[src/rtl/flag_frame_pkg.sv]
package flag_frame_pkg;

  typedef enum logic [1:0] {
    ST_HUNT = 2'd0,
    ST_OPEN = 2'd1,
    ST_ESC  = 2'd2
  } rxState_t;

  typedef struct packed {
    logic push;   // accept a payload byte into the hold slot
    logic unesc;  // pushed byte must have its flip mask applied
    logic flush;  // emit held byte as the final one of the frame
    logic drop;   // discard held byte and restart the length count
    logic done;   // clean frame close
    logic err;    // frame abort
  } rxStrobe_t;

endpackage

[src/rtl/ffr_ctrl.sv]
module ffr_ctrl
  import flag_frame_pkg::*;
#(
  parameter int BYTE_W = 8,
  parameter logic [BYTE_W-1:0] FLAG_CODE = 'h7E,
  parameter logic [BYTE_W-1:0] ESC_CODE  = 'h7D
) (
  input  logic              clk,
  input  logic              rstN,
  input  logic              inValid,
  input  logic [BYTE_W-1:0] inByte,
  input  logic              holding,
  input  logic              lenFull,
  output rxStrobe_t         strb
);

  rxState_t state, nextState;
  logic isFlag, isEsc;

  assign isFlag = (inByte == FLAG_CODE);
  assign isEsc  = (inByte == ESC_CODE);

  always_comb begin
    strb      = '0;
    nextState = state;
    if (inValid) begin
      case (state)
        ST_HUNT: begin
          if (isFlag) begin
            strb.drop = 1'b1;
            nextState = ST_OPEN;
          end
        end
        ST_OPEN: begin
          if (isFlag) begin
            if (holding) begin
              strb.flush = 1'b1;
              strb.done  = 1'b1;
            end
          end else if (isEsc) begin
            nextState = ST_ESC;
          end else if (lenFull) begin
            strb.err  = 1'b1;
            strb.drop = 1'b1;
            nextState = ST_HUNT;
          end else begin
            strb.push = 1'b1;
          end
        end
        ST_ESC: begin
          if (isFlag) begin
            strb.err  = 1'b1;
            strb.drop = 1'b1;
            nextState = ST_OPEN;
          end else if (lenFull) begin
            strb.err  = 1'b1;
            strb.drop = 1'b1;
            nextState = ST_HUNT;
          end else begin
            strb.push  = 1'b1;
            strb.unesc = 1'b1;
            nextState  = ST_OPEN;
          end
        end
        default: nextState = ST_HUNT;
      endcase
    end
  end

  always_ff @(posedge clk) begin
    if (!rstN) state <= ST_HUNT;
    else       state <= nextState;
  end

  // an idle input cycle issues no strobe at all
  p_idle_quiet_r10: assert property (@(posedge clk) disable iff (!rstN)
    !inValid |-> (strb == '0));

  // while hunting for a flag nothing is collected or emitted
  p_hunt_silent_r1: assert property (@(posedge clk) disable iff (!rstN)
    (state == ST_HUNT) |-> (!strb.push && !strb.flush));

  // an escape covers exactly one following accepted byte
  p_esc_one_byte_r3: assert property (@(posedge clk) disable iff (!rstN)
    (state == ST_ESC && inValid) |=> (state != ST_ESC));

endmodule

[src/rtl/ffr_data.sv]
module ffr_data
  import flag_frame_pkg::*;
#(
  parameter int BYTE_W  = 8,
  parameter int MAX_LEN = 64,
  parameter logic [BYTE_W-1:0] FLIP_MASK = 'h20,
  localparam int LEN_W = $clog2(MAX_LEN + 1)
) (
  input  logic              clk,
  input  logic              rstN,
  input  logic [BYTE_W-1:0] inByte,
  input  rxStrobe_t         strb,
  output logic              holding,
  output logic              lenFull,
  output logic              outValid,
  output logic [BYTE_W-1:0] outByte,
  output logic              outFirst,
  output logic              outLast,
  output logic              frameDone,
  output logic              frameErr
);

  logic [BYTE_W-1:0] holdByte;
  logic              holdFirst;
  logic [LEN_W-1:0]  lenCnt;
  logic [BYTE_W-1:0] pushByte;

  assign pushByte = strb.unesc ? (inByte ^ FLIP_MASK) : inByte;
  assign lenFull  = (lenCnt == LEN_W'(MAX_LEN));

  always_ff @(posedge clk) begin
    if (!rstN) begin
      holdByte  <= '0;
      holdFirst <= 1'b0;
      holding   <= 1'b0;
      lenCnt    <= '0;
      outValid  <= 1'b0;
      outByte   <= '0;
      outFirst  <= 1'b0;
      outLast   <= 1'b0;
      frameDone <= 1'b0;
      frameErr  <= 1'b0;
    end else begin
      outValid  <= 1'b0;
      outFirst  <= 1'b0;
      outLast   <= 1'b0;
      frameDone <= strb.done;
      frameErr  <= strb.err;
      if (strb.push) begin
        if (holding) begin
          outValid <= 1'b1;
          outByte  <= holdByte;
          outFirst <= holdFirst;
        end
        holdByte  <= pushByte;
        holdFirst <= !holding;
        holding   <= 1'b1;
        lenCnt    <= lenCnt + LEN_W'(1);
      end
      if (strb.flush) begin
        outValid <= 1'b1;
        outByte  <= holdByte;
        outFirst <= holdFirst;
        outLast  <= 1'b1;
        holding  <= 1'b0;
        lenCnt   <= '0;
      end
      if (strb.drop) begin
        holding <= 1'b0;
        lenCnt  <= '0;
      end
    end
  end

  // a clean close is always carried by the last payload byte
  p_done_has_last_r4: assert property (@(posedge clk) disable iff (!rstN)
    frameDone |-> (outValid && outLast));

  // clean close and abort are exclusive
  p_status_excl_r9: assert property (@(posedge clk) disable iff (!rstN)
    !(frameDone && frameErr));

  // the length count never passes the configured limit
  p_len_bound_r8: assert property (@(posedge clk) disable iff (!rstN)
    lenCnt <= LEN_W'(MAX_LEN));

  // a non-zero length always means a byte is held back
  p_len_hold_r2: assert property (@(posedge clk) disable iff (!rstN)
    !holding |-> (lenCnt == '0));

  // an aborted frame never reports a final byte
  p_err_no_last_r7: assert property (@(posedge clk) disable iff (!rstN)
    frameErr |-> !outLast);

endmodule

[src/rtl/flag_frame_rx.sv]
module flag_frame_rx
  import flag_frame_pkg::*;
#(
  parameter int BYTE_W  = 8,
  parameter int MAX_LEN = 64,
  parameter logic [BYTE_W-1:0] FLAG_CODE = 'h7E,
  parameter logic [BYTE_W-1:0] ESC_CODE  = 'h7D,
  parameter logic [BYTE_W-1:0] FLIP_MASK = 'h20
) (
  input  logic              clk,
  input  logic              rstN,
  input  logic              inValid,
  input  logic [BYTE_W-1:0] inByte,
  output logic              outValid,
  output logic [BYTE_W-1:0] outByte,
  output logic              outFirst,
  output logic              outLast,
  output logic              frameDone,
  output logic              frameErr
);

  rxStrobe_t strb;
  logic      holding;
  logic      lenFull;

  ffr_ctrl #(
    .BYTE_W   (BYTE_W),
    .FLAG_CODE(FLAG_CODE),
    .ESC_CODE (ESC_CODE)
  ) u_ctrl (
    .clk    (clk),
    .rstN   (rstN),
    .inValid(inValid),
    .inByte (inByte),
    .holding(holding),
    .lenFull(lenFull),
    .strb   (strb)
  );

  ffr_data #(
    .BYTE_W   (BYTE_W),
    .MAX_LEN  (MAX_LEN),
    .FLIP_MASK(FLIP_MASK)
  ) u_data (
    .clk      (clk),
    .rstN     (rstN),
    .inByte   (inByte),
    .strb     (strb),
    .holding  (holding),
    .lenFull  (lenFull),
    .outValid (outValid),
    .outByte  (outByte),
    .outFirst (outFirst),
    .outLast  (outLast),
    .frameDone(frameDone),
    .frameErr (frameErr)
  );

endmodule

[config.mk]
export PLATFORM = sky130hd
export DESIGN_NAME = flag_frame_rx
export DESIGN_NICKNAME = d
export VERILOG_FILES = /design/src/rtl/flag_frame_pkg.sv /design/src/rtl/ffr_ctrl.sv /design/src/rtl/ffr_data.sv /design/src/rtl/flag_frame_rx.sv
export SDC_FILE = /design/constraint.sdc
export NUM_CORES = 1
export LEC_CHECK = 0
export ABC_CLOCK_PERIOD_IN_PS = 5420
export BUFFER_PORTS_ARGS = -buffer_cell sky130_fd_sc_hd__buf_2
export CAP_MARGIN = 5
export CORE_ASPECT_RATIO = 2
export CORE_UTILIZATION = 40
export CTS_CLUSTER_DIAMETER = 120
export DETAILED_ROUTE_END_ITERATION = 12
export PLACE_DENSITY = 0.67
export SYNTH_ARGS = -nofsm -noshare
export SYNTH_HDL_FRONTEND = slang
export SYNTH_HIERARCHICAL = 1
export SYNTH_SLANG_ARGS = --single-unit
[constraint.sdc]
create_clock -name clk -period 5.42 [get_ports clk]
set_clock_uncertainty 0.05 [all_clocks]
set_input_delay 0.542 -clock clk [delete_from_list [all_inputs] [get_ports clk]]
set_output_delay 0.542 -clock clk [all_outputs]
set_load 0.01 [all_outputs]
==> out/metrics.csv <==
stage;metric;value;unit
grt;global_route_wire_length_before_repair;4.954;mm
sta;finalSetupViolations;0;
setup_path;cp_data_arrival_time;2.44;ns
logic_synthesis;syn_inst;157;
detailed_routing;viasPerCell;5.116;
logic_synthesis;synthesis.area_per_instance;9.611;um^2
job;cap_viol_max_count;0;
sta;hold_ws;0.4095;ns
power_and_ir_drop;pwr-share-seq;54.3;%
sta;final.min_clock_period;2.282;ns
detailed_routing;detail_route.wl_per_cell;13.39;um
power_and_ir_drop;pint;0.0003450;W
logic_synthesis;synth.net_count;174;
clock_network;clk_pin_slew;0.06;ns
logic_synthesis;synth_area;0.001509;mm^2
power_and_ir_drop;power.share.switching;20.37;%
setup_path;setup.worst_path.class;reg -> reg;
clock_network;post_cts_resized;0;
detailed_routing;routed-via-count;1187;
grt;grt_pass1_vias;1203;
clock_network;htreeDepth;2;
grt;overflow;0;
grt;track_usage;17.01;%
logic_synthesis;synthTopCellsByArea;dfxtp_1 (42%), mux2i_1 (7.3%), nand2_1 (5.5%), ha_1 (5.0%), a21boi_0 (4.0%);
grt;grt_antenna_before_repair;0;
logic_synthesis;synth_top_cell_by_area;dfxtp_1;
detailed_routing;detailedRoute.firstIterationViolations;14;
logic_synthesis;synth.yosys.seq_area_share;42.45;%
floorplanning;die_outline_height;88.86;um
logic_synthesis;async_flop_share;0;%
power_and_ir_drop;power-per-cell-area;247.5;mW/mm^2
setup_path;worstPathMaxFanout;19;
floorplanning;die_width;45.43;um
power_and_ir_drop;cellLeakagePower;0.6637;nW
floorplanning;number_of_rows_created_at_floorplan;31;
logic_synthesis;synthDominantCellAreaShare;42.45;%
setup_path;crit_required;5.58;ns
layout;nets;199;
sta;slew_headroom;60.82;%
floorplanning;top_level_ports;24;
setup_path;cp-end-kind;flop;
place;detailedPlacementHpwl;2.394;mm
sta;final_min_period_over_clock_period;42.11;%
sta;report.final.hold_viol_count;0;
logic_synthesis;synth.top_cells.by_count;dfxtp_1 (32), nand2_1 (22), mux2i_1 (11);
power_and_ir_drop;power.ir.vdd_worst;0.0001367;V
clock_network;clk_root_buffer_cell;clkbuf_8;
layout;final_util;48.53;%
power_and_ir_drop;pwr-share-comb;3.7;%
clock_network;cts.sink_count;32;
logic_synthesis;synth_edf_count;0;
place;pre_cts_ws;2.990;ns
detailed_routing;drtAntennaViolNets;0;
clock_network;cts-buffers-inserted;5;
detailed_routing;drc;0;
hold_path;hold_path_class;reg -> reg;
floorplanning;initial_utilization;41.83;%
power_and_ir_drop;power.clock.fraction;42.0;%
layout;post_route_cells_drive_above_1_share;21.31;%
place;buffer_ports.inserted;23;
power_and_ir_drop;switchingPower;0.00008824;W
logic_synthesis;synth_most_common_cell;dfxtp_1;
clock_network;postCtsSetupBuffers;0;
detailed_routing;drtPass1Iterations;3;
clock_network;ctsHoldBuffers;0;
logic_synthesis;yosysWarnings;6;
sta;timing_max_transition_violations_final;0;
logic_synthesis;synth.distinct_cells;40;
run_status;outcome;completed;
place;globalplace.congestion;0.7897;
layout;layout.filler_cells;367;
detailed_routing;postRouteWirelength;3.107;mm
logic_synthesis;dominantRegCellSynth;dfxtp_1;
sta;setup_tns;0;ns
clock_network;worstSkewPairLatency;0.28;ns
floorplanning;die_area;0.004037;mm^2
floorplanning;core_region_area;0.003607;mm^2
clock_network;tritoncts_clock_tree;done;
sta;fmax;438.1;MHz
sta;post-route-worst-setup-slack;3.138;ns
sta;worstMarginPinSlew;0.5824;ns
layout;antenna_cells;0;
layout;synthToLayoutAreaGrowth;16.00;%
sta;unrepaired_setup_endpoints_after_global_routing;no;
clock_network;clockBufferDepth;2;
logic_synthesis;synth-seq-cells;32;
setup_path;setup.worst_path.start_class;flop;
grt;pin_count_of_the_biggest_net_entering_global_routing;27;
==> through the flow <==
stage | instances | power [W] | cell area, um^2
after detailed placement | 224 | 0.0002566 | 1660
after floorplan | 157 | 0.0002485 | 1509
after global routing | 232 | 0.0004472 | 1750
after CTS | 232 | 0.0004385 | 1750
final | 232 | 0.0004333 | 1750
after global placement | 224 | 0.0002560 | 1660
==> cell families (layout without fill, tap and decap cells) <==
kind of cell / count (synthesis) / in the layout / share of synthesized area, %
AOI/OAI and AO/OA: 24 / 24 / 13.52
xor gates and xnor gates: 5 / 5 / 2.903
adders and majority gates: 6 / 6 / 4.975
buffers and inverters: 14 / 40 / 4.560
DFF: 32 / 32 / 42.45
muxes: 11 / 11 / 7.297
and+or+nand+nor: 65 / 65 / 24.30
==> sequential cells by signal (all words and copies together) (netlist names) <==
| name | flops |
|---|---|
| u_data/holdByte | 8 |
| u_data/outByte | 8 |
| u_data/lenCnt | 7 |
| u_ctrl/state | 2 |
| u_data/frameDone | 1 |
| u_data/frameErr | 1 |
| u_data/holdFirst | 1 |
| u_data/holding | 1 |
| u_data/outFirst | 1 |
| u_data/outLast | 1 |
| u_data/outValid | 1 |
==> per-layer routing <==
layer,vias to the layer above,routed length [um],track usage (%)
met5,-,0,0
met4,0,195,15.70
met3,19,140,4.898
met2,36,1693,29.61
met1,547,1078,14.37
li1,585,-,-
==> final cells by class <==
| class | instances | area, um^2 | share of cell area (%) |
|---|---|---|---|
| inverter | 8 | 30.03 | 1.716 |
| multi-input combinational | 111 | 805.8 | 46.03 |
| sequential | 32 | 640.6 | 36.60 |
| timing repair buffer | 24 | 122.6 | 7.005 |
| tap | 49 | 61.31 | 3.502 |
| clock buffer | 8 | 90.09 | 5.147 |
==> power groups by stage <==
stage / registers, W / clock network (W) / logic [W]
floorplan: 0.000240 / 0 / 0.00000807
global placement: 0.000240 / 0 / 0.0000156
detailed placement: 0.000240 / 0 / 0.0000161
global route: 0.000235 / 0.000195 / 0.0000173
finish: 0.000235 / 0.000182 / 0.0000161
CTS: 0.000235 / 0.000187 / 0.0000162
==> placed cells by master (no fill, tap or decap), drive strengths merged, types with 2 or more instances in the layout <==
master / count
nand4: 3
a21boi: 8
o21ai: 3
nand2: 22
clkbuf: 8
a21oi: 4
nor2b: 8
dfxtp: 32
nand3: 4
nor4: 2
and2: 5
or3: 2
ha: 6
nor2: 10
nand2b: 3
xor2: 3
xnor2: 2
inv: 8
buf: 24
mux2i: 11
and3: 2
a2111oi: 2
==> path summary, 6_finish.rpt <==
path                            end  slack, ns              start  depth (start not counted)
setup / recovery   u_data/lenCnt[5]       3.14    u_ctrl/state[0]                          8
hold / removal    u_data/outByte[6]       0.41  u_data/outByte[6]                          2
setup reg to reg   u_data/lenCnt[5]       3.14    u_ctrl/state[0]                          8
hold reg to reg   u_data/outByte[6]       0.41  u_data/outByte[6]                          2
==> worst max-delay path, cell delays in order (launching register included) <==
cell and delay, ns:
dfxtp_1 0.38, inv_1 0.09, ha_1 0.28, nand2_1 0.09, a2111oi_2 0.34, buf_4 0.34
nand3_4 0.12, or3_1 0.37, a21oi_1 0.14
(Power assumes the default switching activity.)
